`src/rtl/alu8_pkg.sv`:
```
package alu8_pkg;
    localparam int DATA_W = 8;
    localparam int NIB_W  = DATA_W / 2;
    localparam int MID_W  = DATA_W - NIB_W - 1;
    localparam int FLAG_N = 4;
    localparam int SYS_N  = 2;
    localparam int STAT_W = 8;
    localparam int BIT_PDF = FLAG_N;
    localparam int BIT_TO  = FLAG_N + 1;

    localparam logic [NIB_W-1:0]  BCD_MAX    = NIB_W'(9);
    localparam logic [DATA_W:0]   DEC_LO_ADJ = (DATA_W+1)'(6);
    localparam logic [DATA_W:0]   DEC_HI_ADJ = (DATA_W+1)'(6) << NIB_W;

    typedef enum logic [3:0] {
        OP_ADD  = 4'd0,  OP_ADC  = 4'd1,  OP_SUB  = 4'd2,  OP_SBC  = 4'd3,
        OP_DAA  = 4'd4,  OP_AND  = 4'd5,  OP_OR   = 4'd6,  OP_XOR  = 4'd7,
        OP_CPL  = 4'd8,  OP_RL   = 4'd9,  OP_RR   = 4'd10, OP_RLC  = 4'd11,
        OP_RRC  = 4'd12, OP_INC  = 4'd13, OP_DEC  = 4'd14, OP_PASS = 4'd15
    } alu_op_e;

    // field order matches status bits 3..0
    typedef struct packed {
        logic ov;
        logic z;
        logic ac;
        logic c;
    } flags_t;

    typedef struct packed {
        logic power_up;
        logic clr_wdt;
        logic halt;
        logic wdt_timeout;
    } sys_evt_t;

    typedef struct packed {
        logic [DATA_W-1:0] value;
        flags_t            flags;
    } alu_res_t;

    function automatic flags_t upd_mask(alu_op_e op);
        flags_t m;
        m = '0;
        unique case (op)
            OP_ADD, OP_ADC, OP_SUB, OP_SBC: m = '{ov: 1'b1, z: 1'b1, ac: 1'b1, c: 1'b1};
            OP_DAA, OP_RLC, OP_RRC:         m.c = 1'b1;
            OP_AND, OP_OR, OP_XOR, OP_CPL,
            OP_INC, OP_DEC:                 m.z = 1'b1;
            default:                        m = '0;
        endcase
        return m;
    endfunction

    function automatic logic is_zero(logic [DATA_W-1:0] v);
        return v == '0;
    endfunction

    function automatic logic is_arith(alu_op_e op);
        return (op == OP_ADD) || (op == OP_ADC) || (op == OP_SUB) || (op == OP_SBC);
    endfunction
endpackage

```
`src/rtl/alu_adder.sv`:
```
module alu_adder
    import alu8_pkg::*;
(
    input  alu_op_e           op,
    input  logic [DATA_W-1:0] a,
    input  logic [DATA_W-1:0] b,
    input  logic              cin,
    output alu_res_t          res
);
    logic              sub_sel;
    logic              use_c;
    logic              c0;
    logic [DATA_W-1:0] b_eff;
    logic [NIB_W:0]    lo_sum;
    logic [MID_W:0]    mid_sum;
    logic [1:0]        top_sum;

    assign sub_sel = (op == OP_SUB) || (op == OP_SBC);
    assign use_c   = (op == OP_ADC) || (op == OP_SBC);
    assign b_eff   = sub_sel ? ~b : b;
    assign c0      = use_c ? cin : sub_sel;

    // split chain: low nibble, middle bits, sign bit
    assign lo_sum  = {1'b0, a[NIB_W-1:0]} + {1'b0, b_eff[NIB_W-1:0]}
                   + {{NIB_W{1'b0}}, c0};
    assign mid_sum = {1'b0, a[DATA_W-2:NIB_W]} + {1'b0, b_eff[DATA_W-2:NIB_W]}
                   + {{MID_W{1'b0}}, lo_sum[NIB_W]};
    assign top_sum = {1'b0, a[DATA_W-1]} + {1'b0, b_eff[DATA_W-1]} + {1'b0, mid_sum[MID_W]};

    always_comb begin
        res.value    = {top_sum[0], mid_sum[MID_W-1:0], lo_sum[NIB_W-1:0]};
        res.flags.c  = top_sum[1];
        res.flags.ac = lo_sum[NIB_W];
        res.flags.ov = top_sum[1] ^ mid_sum[MID_W];
        res.flags.z  = is_zero(res.value);
    end
endmodule

```
`src/rtl/alu_decadj.sv`:
```
module alu_decadj
    import alu8_pkg::*;
(
    input  logic [DATA_W-1:0] a,
    input  logic              ac_in,
    input  logic              c_in,
    output logic [DATA_W-1:0] value,
    output logic              c_out
);
    logic              lo_fix;
    logic              hi_fix;
    logic [DATA_W:0]   step1;
    logic [DATA_W:0]   step2;

    assign lo_fix = (a[NIB_W-1:0] > BCD_MAX) || ac_in;
    assign step1  = {1'b0, a} + (lo_fix ? DEC_LO_ADJ : '0);
    assign hi_fix = (step1[DATA_W-1:NIB_W] > BCD_MAX) || c_in;
    assign step2  = {1'b0, step1[DATA_W-1:0]} + (hi_fix ? DEC_HI_ADJ : '0);

    assign value = step2[DATA_W-1:0];
    assign c_out = c_in | step1[DATA_W] | step2[DATA_W];
endmodule

```
`src/rtl/alu_bitops.sv`:
```
module alu_bitops
    import alu8_pkg::*;
(
    input  alu_op_e           op,
    input  logic [DATA_W-1:0] a,
    input  logic [DATA_W-1:0] b,
    input  logic              cin,
    output logic [DATA_W-1:0] value,
    output logic              c_out
);
    always_comb begin
        value = a;
        c_out = cin;
        unique case (op)
            OP_AND: value = a & b;
            OP_OR:  value = a | b;
            OP_XOR: value = a ^ b;
            OP_CPL: value = ~a;
            OP_RL:  value = {a[DATA_W-2:0], a[DATA_W-1]};
            OP_RR:  value = {a[0], a[DATA_W-1:1]};
            OP_RLC: begin
                value = {a[DATA_W-2:0], cin};
                c_out = a[DATA_W-1];
            end
            OP_RRC: begin
                value = {cin, a[DATA_W-1:1]};
                c_out = a[0];
            end
            OP_INC: value = a + DATA_W'(1);
            OP_DEC: value = a - DATA_W'(1);
            default: value = a;
        endcase
    end
endmodule

```
`src/rtl/alu_status_reg.sv`:
```
module alu_status_reg
    import alu8_pkg::*;
(
    input  logic              clk,
    input  logic              rst,
    input  logic              wr_en,
    input  logic [FLAG_N-1:0] wr_flags,
    input  flags_t            upd_en,
    input  flags_t            upd_val,
    input  sys_evt_t          evt,
    output logic [STAT_W-1:0] q
);
    localparam int HELD_W = FLAG_N + SYS_N;

    logic [HELD_W-1:0] cur;
    logic [HELD_W-1:0] nxt;
    logic [FLAG_N-1:0] en_v;
    logic [FLAG_N-1:0] val_v;

    assign en_v  = upd_en;
    assign val_v = upd_val;

    always_comb begin
        nxt = cur;
        if (wr_en) nxt[FLAG_N-1:0] = wr_flags;
        for (int i = 0; i < FLAG_N; i++) begin
            if (en_v[i]) nxt[i] = val_v[i];
        end
        // power-down flag
        if (evt.power_up || evt.clr_wdt) nxt[BIT_PDF] = 1'b0;
        else if (evt.halt)               nxt[BIT_PDF] = 1'b1;
        // time-out flag
        if (evt.power_up)                nxt[BIT_TO] = 1'b0;
        else if (evt.wdt_timeout)        nxt[BIT_TO] = 1'b1;
        else if (evt.clr_wdt || evt.halt) nxt[BIT_TO] = 1'b0;
    end

    always_ff @(posedge clk) begin
        if (rst) cur <= '0;
        else     cur <= nxt;
    end

    assign q = {{(STAT_W-HELD_W){1'b0}}, cur};
endmodule

```
`src/rtl/alu_status_unit.sv`:
```
module alu_status_unit
    import alu8_pkg::*;
(
    input  logic              clk,
    input  logic              rst,
    input  logic              op_valid,
    input  logic [3:0]        op_code,
    input  logic [DATA_W-1:0] opnd_a,
    input  logic [DATA_W-1:0] opnd_b,
    output logic [DATA_W-1:0] result,
    input  logic              stat_we,
    input  logic [STAT_W-1:0] stat_wdata,
    input  logic              evt_powerup,
    input  logic              evt_clrwdt,
    input  logic              evt_halt,
    input  logic              evt_wdt_timeout,
    output logic [STAT_W-1:0] status
);
    alu_op_e           op;
    flags_t            cur_flags;
    alu_res_t          add_res;
    logic [DATA_W-1:0] dec_val;
    logic              dec_c;
    logic [DATA_W-1:0] bit_val;
    logic              bit_c;
    flags_t            new_flags;
    flags_t            upd_en;
    sys_evt_t          evt;
    logic [STAT_W-FLAG_N-1:0] wdata_unused_hi;

    assign op              = alu_op_e'(op_code);
    assign cur_flags       = status[FLAG_N-1:0];
    assign wdata_unused_hi = stat_wdata[STAT_W-1:FLAG_N];

    alu_adder u_adder (
        .op  (op),
        .a   (opnd_a),
        .b   (opnd_b),
        .cin (cur_flags.c),
        .res (add_res)
    );

    alu_decadj u_decadj (
        .a     (opnd_a),
        .ac_in (cur_flags.ac),
        .c_in  (cur_flags.c),
        .value (dec_val),
        .c_out (dec_c)
    );

    alu_bitops u_bitops (
        .op    (op),
        .a     (opnd_a),
        .b     (opnd_b),
        .cin   (cur_flags.c),
        .value (bit_val),
        .c_out (bit_c)
    );

    always_comb begin
        if (is_arith(op)) begin
            result    = add_res.value;
            new_flags = add_res.flags;
        end else begin
            result       = (op == OP_DAA) ? dec_val : bit_val;
            new_flags.c  = (op == OP_DAA) ? dec_c : bit_c;
            new_flags.ac = add_res.flags.ac;
            new_flags.ov = add_res.flags.ov;
            new_flags.z  = is_zero(result);
        end
    end

    assign upd_en = op_valid ? upd_mask(op) : '0;
    assign evt    = '{power_up: evt_powerup, clr_wdt: evt_clrwdt,
                      halt: evt_halt, wdt_timeout: evt_wdt_timeout};

    alu_status_reg u_status (
        .clk      (clk),
        .rst      (rst),
        .wr_en    (stat_we),
        .wr_flags (stat_wdata[FLAG_N-1:0]),
        .upd_en   (upd_en),
        .upd_val  (new_flags),
        .evt      (evt),
        .q        (status)
    );
endmodule

```
`config.mk`:
```
export PLATFORM = sky130hd
export DESIGN_NAME = alu_status_unit
export DESIGN_NICKNAME = d
export VERILOG_FILES = /design/src/rtl/alu8_pkg.sv /design/src/rtl/alu_adder.sv /design/src/rtl/alu_decadj.sv /design/src/rtl/alu_bitops.sv /design/src/rtl/alu_status_reg.sv /design/src/rtl/alu_status_unit.sv
export SDC_FILE = /design/constraint.sdc
export NUM_CORES = 1
export LEC_CHECK = 0
export BUFFER_PORTS_ARGS = -buffer_cell sky130_fd_sc_hd__buf_2
export CORE_MARGIN = 2
export CORE_UTILIZATION = 50
export CTS_CLUSTER_SIZE = 25
export DETAILED_ROUTE_END_ITERATION = 6
export PLACE_DENSITY_LB_ADDON = 0.1
export SYNTH_ARGS = -nofsm -noshare
export SYNTH_HDL_FRONTEND = slang
export SYNTH_SLANG_ARGS = --single-unit
export TNS_END_PERCENT = 30
```
`constraint.sdc`:
```
create_clock -name clk -period 5.32 [get_ports clk]
set_clock_uncertainty 0.1 [all_clocks]
set_input_delay 1.064 -clock clk [delete_from_list [all_inputs] [get_ports clk]]
set_output_delay 1.064 -clock clk [all_outputs]
set_load 0.02 [all_outputs]
```
==> results.cfg, run 1 <==
[final_layout]
largestRegisters = u_status.cur (6)
fill_cells = 487
final-seq-area_um2 = 120
final_nets = 467
post-route-cell-area_um2 = 2990
drive_gt1_share_pct = 28.1
post-route-util_pct = 62.0
area_delta_synth_final_pct = 17.5
top_register = u_status.cur
num_antenna_cells = 0
largest_reg_flops = 6
multi_input_area_um2 = 2210
instances_no_fill = 458

[hold_path]
min_to = u_status.cur[4]
holdCritStartpoint = u_status.cur[4]
hp-class = flop to flop
min_path_cells = 2

[placement]
dp_cells = 452
dpl-instance-area_um2 = 2860
port_buffers = 45
gp_congestion = 0.916
hpwl_um = 6130

[clocking]
cts-root-buf = clkbuf_8
cts_hold_buf = 0
numCtsBuffers = 3
cts.clk_slew.worst_paths_ns = 0.03
cts_buffer_depth = 2
ctsHtreeMaxLevel = 1
clk-insertion-delay-late_ns = 0.22
cts_tree = built
clock_sinks = 6

[global_routing]
grt-busiest-layer = met2
overflow = 0
grt_use_met1_pct = 41.3
grt_pass1_vias = 2469
grt_max_degree = 35
grt_use_met3_pct = 1.85
grtUsageTotal_pct = 28.5
grt_pass1_wl_um = 12400
antenna_found_initial = 0
globalRouteMet2Util_pct = 45.3

[sta]
slew_headroom_pct = 65.0
whs_ns = 0.413
fin_crit_ns = 5.18
drv_slew = 0
finalSetupViolations = 0
min_period_over_period_pct = 97.3
fmaxAchievable_mhz = 193
hold_viol_final = 0
worst_pin_slew_ns = 0.522

[worst_setup_path]
critPathMostFrequentCell = fa_2
critPathRequiredTime_ns = 4.16
rr_startpoint = u_status.cur[0]
path_buf_inv = 5
crit_arrival_ns = 4.01
cp_max_fo = 14
r2r_end = u_status.cur[2]
crit_type = input port to output port
crit_path_cell_trace = buf_2, nor2_4, buf_4, o21ai_1, fa_2, inv_1, fa_2, a21o_1, a21oi_4, fa_2, buf_4, fa_1, xnor2_2, nor2_1, a21oi_1, buf_2
cp_slowest_cell = fa_1
cpLargestDelayFamily = adder cells
slowest_delay_ns = 0.41
regToRegSetupSlack_ns = 1.81
start_kind = input port
end_kind = output port
rr_worst_depth = 17

[yosys]
ys_warn_count = 0
ys_top_cells_by_count = a21oi_1 (31), ha_1 (31), nor2_1 (31), nand2_1 (27), inv_1 (23)
synth.area.top_cells = ha_1 (15%), xnor2_1 (6.5%), a21oi_1 (6.1%)
ys_dominant_reg_cell = dfxtp_1
synth_top_family_by_area = compound AO/OA/AOI/OAI gates
muxShareOfSynthArea_pct = 2.81
synth_seq_cells = 6
synth_area_per_cell_um2 = 7.43
synth_top_area_share_pct = 15.3
synth_xor_area_share_pct = 7.58
synth_fa_ha_area_share_pct = 21.2
syn_inst = 342
syn_area_um2 = 2540
synth_largest_area_cell = ha_1
synth_compound_area_share_pct = 31.3
yosys.area_share.simple_pct = 21.0
synth_edf_count = 0
async_flop_share_pct = 0
ys_seq_area_share_pct = 4.73
ys_types = 68

[drt]
ant_nets = 0
drtPass1Iterations = 4
routed_via_density = 5.91
vias = 2708
detail_route.wl_per_cell_um = 17.0
drc = 0
drt_wl_total_um = 7780
drt_iter0_drc = 185

[power]
power_density_nw_per_um2 = 147
power_leakage_nw = 1.36
ir_worst_vdd_v = 0.000120

[floorplanning]
die_h_um = 75.3
start_util_pct = 52.8
ios = 52
die_area_um2 = 5670
core_area_um2 = 4820
die_w_um = 75.3
num_rows = 25

[job]
drv_cap = 0

[status]
status = complete, no violations
==> placed cells by master (no fill, tap or decap), drive strengths merged, types with 4 or more instances in the layout <==
cell,instances
buf,71
a21oi,33
nor2,32
ha,31
nand2,28
inv,27
xnor2,19
o21ai,17
o22ai,12
a211oi,9
nand2b,8
nor3,8
fa,7
a21o,6
dfxtp,6
nor2b,6
mux2i,6
nand3b,4
a31oi,4
nor4,4
or2,4
==> final cells by class <==
class                      instances  area share, %
clock buffer                       3           1.38
inverter                          27           3.39
multi-input combinational        284           74.1
sequential                         6           4.02
tap                               67           2.81
timing repair buffer              71           14.3
==> layer usage <==
| metal | wire (um) | part of all wire [%] | up-vias |
|---|---|---|---|
| li1 | - | - | 1328 |
| met1 | 3440 | 44 | 1246 |
| met2 | 3550 | 46 | 118 |
| met3 | 631 | 8.1 | 16 |
| met4 | 159 | 2.0 | 0 |
| met5 | 0 | 0 | - |
==> cells by family after synthesis <==
group	count (synthesis)
compound gates	111
xor+xnor	22
fa+ha+maj	39
buf+inv	53
flops	6
mux	7
other cells	1
simple gates	103
==> what timing repair did <==
item / CTS / global route
gates resized for setup: 1 / 14
pin swaps: 0 / 7
setup buffers: 0 / 3
setup endpoints to repair: 1 / 2
==> worst register-to-register path, stage by stage (launching register included) <==
cell      delay [ns]
dfxtp_1         0.32
and2_0          0.14
o21ai_1         0.15
fa_2            0.21
inv_1           0.06
fa_2            0.34
a21o_1          0.19
a21oi_4         0.17
fa_2            0.24
inv_1           0.04
a21o_1          0.17
a21oi_2         0.16
fa_1            0.48
nand4b_1        0.13
nor4_1          0.05
a31oi_1         0.17
nor2_1          0.05
a41o_1          0.20
==> per-stage QoR <==
step | power (mW) | TNS (ns) | worst slack, ns
detailed placement | 0.354 | -0.0696 | -0.0696
global route | 0.478 | -0.00691 | -0.00691
global placement | 0.350 | -0.0320 | -0.0320
finish | 0.440 | 0 | 0.142
floorplan | 0.263 | 0 | 0.00262
CTS | 0.424 | 0 | 0.0247
==> worst max path at each step <==
stage,slack [ns],from,to,depth (start not counted)
2_1_floorplan,0.003,op_code[2],result[7],16
3_3_place_gp,-0.03,op_code[2],result[7],16
3_5_place_dp,-0.07,op_code[2],result[7],16
4_1_cts,0.02,op_code[2],result[7],16
5_1_grt,-0.007,op_code[2],result[6],16
6_report,0.14,op_code[2],result[6],16
==> power breakdown <==
group          internal (mW)  switching, mW
logic                  0.136          0.187
registers             0.0481        0.00157
clock network         0.0485         0.0184
(Power assumes the default switching activity.)
==> inputs of run 2 (changes only) <==
--- a/config.mk
+++ b/config.mk
@@ -6,6 +6,7 @@
 export NUM_CORES = 1
 export LEC_CHECK = 0
 export BUFFER_PORTS_ARGS = -buffer_cell sky130_fd_sc_hd__buf_2
+export CORE_ASPECT_RATIO = 0.6
 export CORE_MARGIN = 2
 export CORE_UTILIZATION = 50
 export CTS_CLUSTER_SIZE = 25
==> run 2 against run 1 <==
Via count increased by 0.55%; sequential power about the same; critical path depth increased by 1; clock power increased by 6.4%; fmax decreased by 0.69%; power increased by 2.5%; die area increased by 0.33%; design area increased by 0.59%.
==> results.cfg, run 2 (same netlist as run 1, synthesis figures left out) <==
[floorplanning]
start_util_pct = 51.0
die_w_um = 96.0
core_area_um2 = 4980
die_area_um2 = 5690
ios = 52
num_rows = 20
die_h_um = 59.2

[drt]
ant_nets = 0
drt_iter0_drc = 207
detail_route.wl_per_cell_um = 16.9
drt_wl_total_um = 7760
drc = 0
drtPass1Iterations = 5
routed_via_density = 5.95
vias = 2723

[final_layout]
final-seq-area_um2 = 120
post-route-util_pct = 60.3
area_delta_synth_final_pct = 18.2
post-route-cell-area_um2 = 3000
fill_cells = 485
multi_input_area_um2 = 2220
drive_gt1_share_pct = 28.8
largestRegisters = u_status.cur (6)
final_nets = 468
num_antenna_cells = 0
largest_reg_flops = 6
final_cell_mix = buf_2 (44), nor2_1 (30), a21oi_1 (30), ha_1 (29), nand2_1 (27)
top_register = u_status.cur
final_common_cell = buf_2

[clocking]
numCtsBuffers = 3
clk-insertion-delay-late_ns = 0.23
cts_buffer_depth = 2
ctsHtreeMaxLevel = 1
clock_sinks = 6
cts_tree = built
cts-root-buf = clkbuf_8
cts_hold_buf = 0
cts.clk_slew.worst_paths_ns = 0.04

[hold_path]
hp-class = flop to flop

[worst_setup_path]
crit_type = input port to output port
end_kind = output port
cp_max_fo = 2
start_kind = input port
crit_arrival_ns = 4.05
critPathRequiredTime_ns = 4.16

[sta]
worst_pin_slew_ns = 0.630
fmaxAchievable_mhz = 192
whs_ns = 0.434
min_period_over_period_pct = 98.0
fin_crit_ns = 5.21
drv_slew = 0
slew_headroom_pct = 57.8
hold_viol_final = 0
rsz0062_at_grt = yes
finalSetupViolations = 0

[status]
status = complete, no violations

[power]
ir_worst_vdd_v = 0.000116
power_leakage_nw = 1.37
power_density_nw_per_um2 = 150

[global_routing]
overflow = 0
grt_pass1_wl_um = 12400
grt_max_degree = 35
grt_pass1_vias = 2463
antenna_found_initial = 0
grtUsageTotal_pct = 28.6

[job]
drv_cap = 0

[placement]
hpwl_um = 6140
port_buffers = 45
gp_congestion = 0.904
dpl-instance-area_um2 = 2880
-- run 2: what timing repair did --
item	in CTS	in global routing
setup endpoints to repair	0	2
buffers inserted	0	2
resized for setup	0	17
endpoints found under the hold margin	0	0
-- run 2: layout make-up --
class / instances / area share, %
well taps: 66 / 2.75
inverters: 27 / 3.37
clock buffers: 3 / 1.38
flip-flops and latches: 6 / 4.00
multi-input cells: 284 / 73.9
repair buffers: 72 / 14.6
-- run 2: power by group --
part           switching (mW)  total, mW  internal [mW]
combinational           0.189      0.330          0.141
clock                  0.0224     0.0712         0.0488
sequential            0.00145     0.0495         0.0480
total                   0.213      0.451          0.238
-- run 2: through the flow --
| step | total power [mW] | setup TNS, ns | setup slack, ns | instances |
|---|---|---|---|---|
| 5_1_grt | 0.489 | -0.0562 | -0.0419 | 458 |
| 6_report | 0.451 | 0 | 0.106 | 458 |
| 4_1_cts | 0.435 | 0 | 0.0179 | 456 |
| 2_1_floorplan | 0.263 | 0 | 0.00262 | 343 |
| 3_5_place_dp | 0.361 | 0 | 0.0129 | 453 |
| 3_3_place_gp | 0.358 | 0 | 0.0480 | 453 |
-- run 2: routing by layer --
metal / up-vias / global-route usage (%) / wire, um
met1: 1282 / 41.7 / 3620
met4: 0 / 4.90 / 62
met3: 8 / 4.71 / 624
li1: 1324 / - / -
met2: 109 / 44.9 / 3450
met5: - / 0 / 0
-- run 2: worst max-delay path: stages --
cell     delay [ns]
buf_2          0.12
nor2_4         0.13
and2_4         0.17
xnor2_2        0.12
fa_2           0.21
inv_1          0.06
fa_2           0.34
a21o_1         0.17
a21oi_1        0.13
buf_4          0.16
fa_2           0.20
inv_1          0.04
a21o_1         0.17
a21oi_2        0.19
fa_1           0.49
mux2i_4        0.16
buf_6          0.13
-- run 2: path summary, 6_finish.rpt --
kind,start,slack (ns),end,cells after the start
setup / recovery,op_code[2],0.11,result[7],17
hold / removal,u_status.cur[4],0.43,u_status.cur[4],2
setup reg to reg,u_status.cur[0],1.63,u_status.cur[2],18
hold reg to reg,u_status.cur[4],0.43,u_status.cur[4],2
==> inputs of run 3 (changes only) <==
==> constraint.sdc (replaced) <==
create_clock -name clk -period 5.25 [get_ports clk]
set_clock_uncertainty 0.1 [all_clocks]
set_input_delay 1.05 -clock clk [delete_from_list [all_inputs] [get_ports clk]]
set_output_delay 1.05 -clock clk [all_outputs]
set_load 0.02 [all_outputs]
==> run 3 against run 2 <==
Count of clock-buffer cells in the layout stayed put; non-clock buffer count is 6 higher; clock power is 2% lower; critical path type unchanged; critical path depth is 1 lower; final cell count is 1.3% higher.
==> results.cfg, run 3 (same netlist as run 1, synthesis figures left out) <==
[worst_setup_path]
rr_startpoint = u_status.cur[0]
critPathRequiredTime_ns = 4.10
slowest_delay_ns = 0.49
start_kind = input port
cp_slowest_cell = fa_1
r2r_end = u_status.cur[2]
cp_num_cells = 16
crit_arrival_ns = 4.03
crit_type = input port to output port
critPathCapture = result[7]
crit_start = op_code[3]
critPathMostFrequentCell = fa_2
regToRegSetupSlack_ns = 1.45
crit_path_cell_trace = buf_8, nor2_4, and2_4, xnor2_2, fa_2, inv_2, fa_2, a21o_1, a21oi_4, fa_2, inv_2, a21o_1, a21oi_2, fa_1, mux2i_4, buf_6
cpLargestDelayFamily = adder cells
rr_worst_depth = 18
path_buf_inv = 4
cp_max_fo = 2
end_kind = output port

[drt]
detail_route.wl_per_cell_um = 16.7
routed_via_density = 5.88
ant_nets = 0
drc = 0
drt_wl_total_um = 7750
vias = 2729
drtPass1Iterations = 4
drt_iter0_drc = 253

[global_routing]
grt_max_degree = 33
grtUsageTotal_pct = 27.6
antenna_found_initial = 0
grt_pass1_vias = 2389
overflow = 0
grt_pass1_wl_um = 12200

[sta]
fin_crit_ns = 5.18
worst_pin_slew_ns = 0.553
hold_viol_final = 0
drv_slew = 0
whs_ns = 0.407
slew_headroom_pct = 63.0
finalSetupViolations = 0
min_period_over_period_pct = 98.7
fmaxAchievable_mhz = 193
rsz0062_at_grt = yes

[clocking]
cts_buffer_depth = 2
clock_sinks = 6
cts_hold_buf = 0
cts.clk_slew.worst_paths_ns = 0.03
cts_tree = built
clk-insertion-delay-late_ns = 0.22
ctsHtreeMaxLevel = 1
numCtsBuffers = 3
cts-root-buf = clkbuf_8

[power]
power.total_mw = 0.474
power_leakage_nw = 1.41
ir_worst_vdd_v = 0.000111
power_density_nw_per_um2 = 153

[final_layout]
final_common_cell = buf_2
top_register = u_status.cur
post-route-cell-area_um2 = 3100
num_antenna_cells = 0
instances_no_fill = 464
largest_reg_flops = 6
final_cell_mix = buf_2 (42), buf_4 (32), nor2_1 (30), a21oi_1 (29), ha_1 (29)
final_nets = 474
drive_gt1_share_pct = 31.4
post-route-util_pct = 62.3
area_delta_synth_final_pct = 22.1
largestRegisters = u_status.cur (6)

[floorplanning]
die_w_um = 96.0
ios = 52
core_area_um2 = 4980
die_h_um = 59.2
num_rows = 20
die_area_um2 = 5690
start_util_pct = 51.0

[placement]
gp_congestion = 0.899
port_buffers = 45
hpwl_um = 6070
dp_cells = 451
dpl-instance-area_um2 = 2870

[job]
drv_cap = 0

[hold_path]
min_path_cells = 2
hp-class = flop to flop

[status]
status = complete, no violations
run 3: cell count changes in the layout (fill, tap and decap cells not counted), sizes merged:
cell / before / now
buf: 72 / 78
run 3: worst min path at each step:
stage,slack [ns],start,to
detailed placement,0.41,u_status.cur[5],u_status.cur[5]
finish,0.41,u_status.cur[4],u_status.cur[4]
CTS,0.41,u_status.cur[5],u_status.cur[5]
floorplan,0.46,u_status.cur[4],u_status.cur[4]
global placement,0.40,u_status.cur[4],u_status.cur[4]
global route,0.42,u_status.cur[5],u_status.cur[5]
run 3: area by class of cell:
type | instances | area [um2]
inverters | 27 | 101
multi-input cells | 284 | 2260
flip-flops and latches | 6 | 120
clock buffers | 3 | 41.3
fillers | 484 | 1880
well taps | 66 | 82.6
repair buffers | 78 | 499
run 3: repair_timing:
item | in CTS | in global routing
endpoints found under the hold margin | 0 | 0
endpoints found under the setup margin | 1 | 2
gates resized for setup | 3 | 26
pin swaps | 4 | 15
cloned | 0 | 0
setup buffers | 4 | 6
run 3: through the flow:
| step | worst slack [ns] | setup TNS [ns] |
|---|---|---|
| 3_3_place_gp | -0.0479 | -0.0479 |
| 4_1_cts | 0.00116 | 0 |
| 3_5_place_dp | -0.0931 | -0.0931 |
| 2_1_floorplan | 0.0205 | 0 |
| 6_report | 0.0666 | 0 |
| 5_1_grt | -0.106 | -0.106 |
run 3: report_power, final:
group / internal (mW) / switching (mW) / total (mW)
Combinational: 0.156 / 0.198 / 0.354
Clock: 0.0493 / 0.0204 / 0.0697
Sequential: 0.0487 / 0.00152 / 0.0502
run 3: worst register-to-register path, delay by kind of cell (launching register included):
| family | cells | cell delay [ns] |
|---|---|---|
| compound gates | 7 | 1.32 |
| flops | 1 | 0.31 |
| simple gates | 4 | 0.37 |
| fa+ha+maj | 4 | 1.36 |
| buf+inv | 3 | 0.25 |
run 3: routing by layer:
metal	vias to the layer above	part of all wire, %	track usage (%)
li1	1348	-	-
met4	0	0.37	2.24
met3	4	6.5	2.04
met5	-	0	0
met2	111	44	42.9
met1	1266	49	43.2
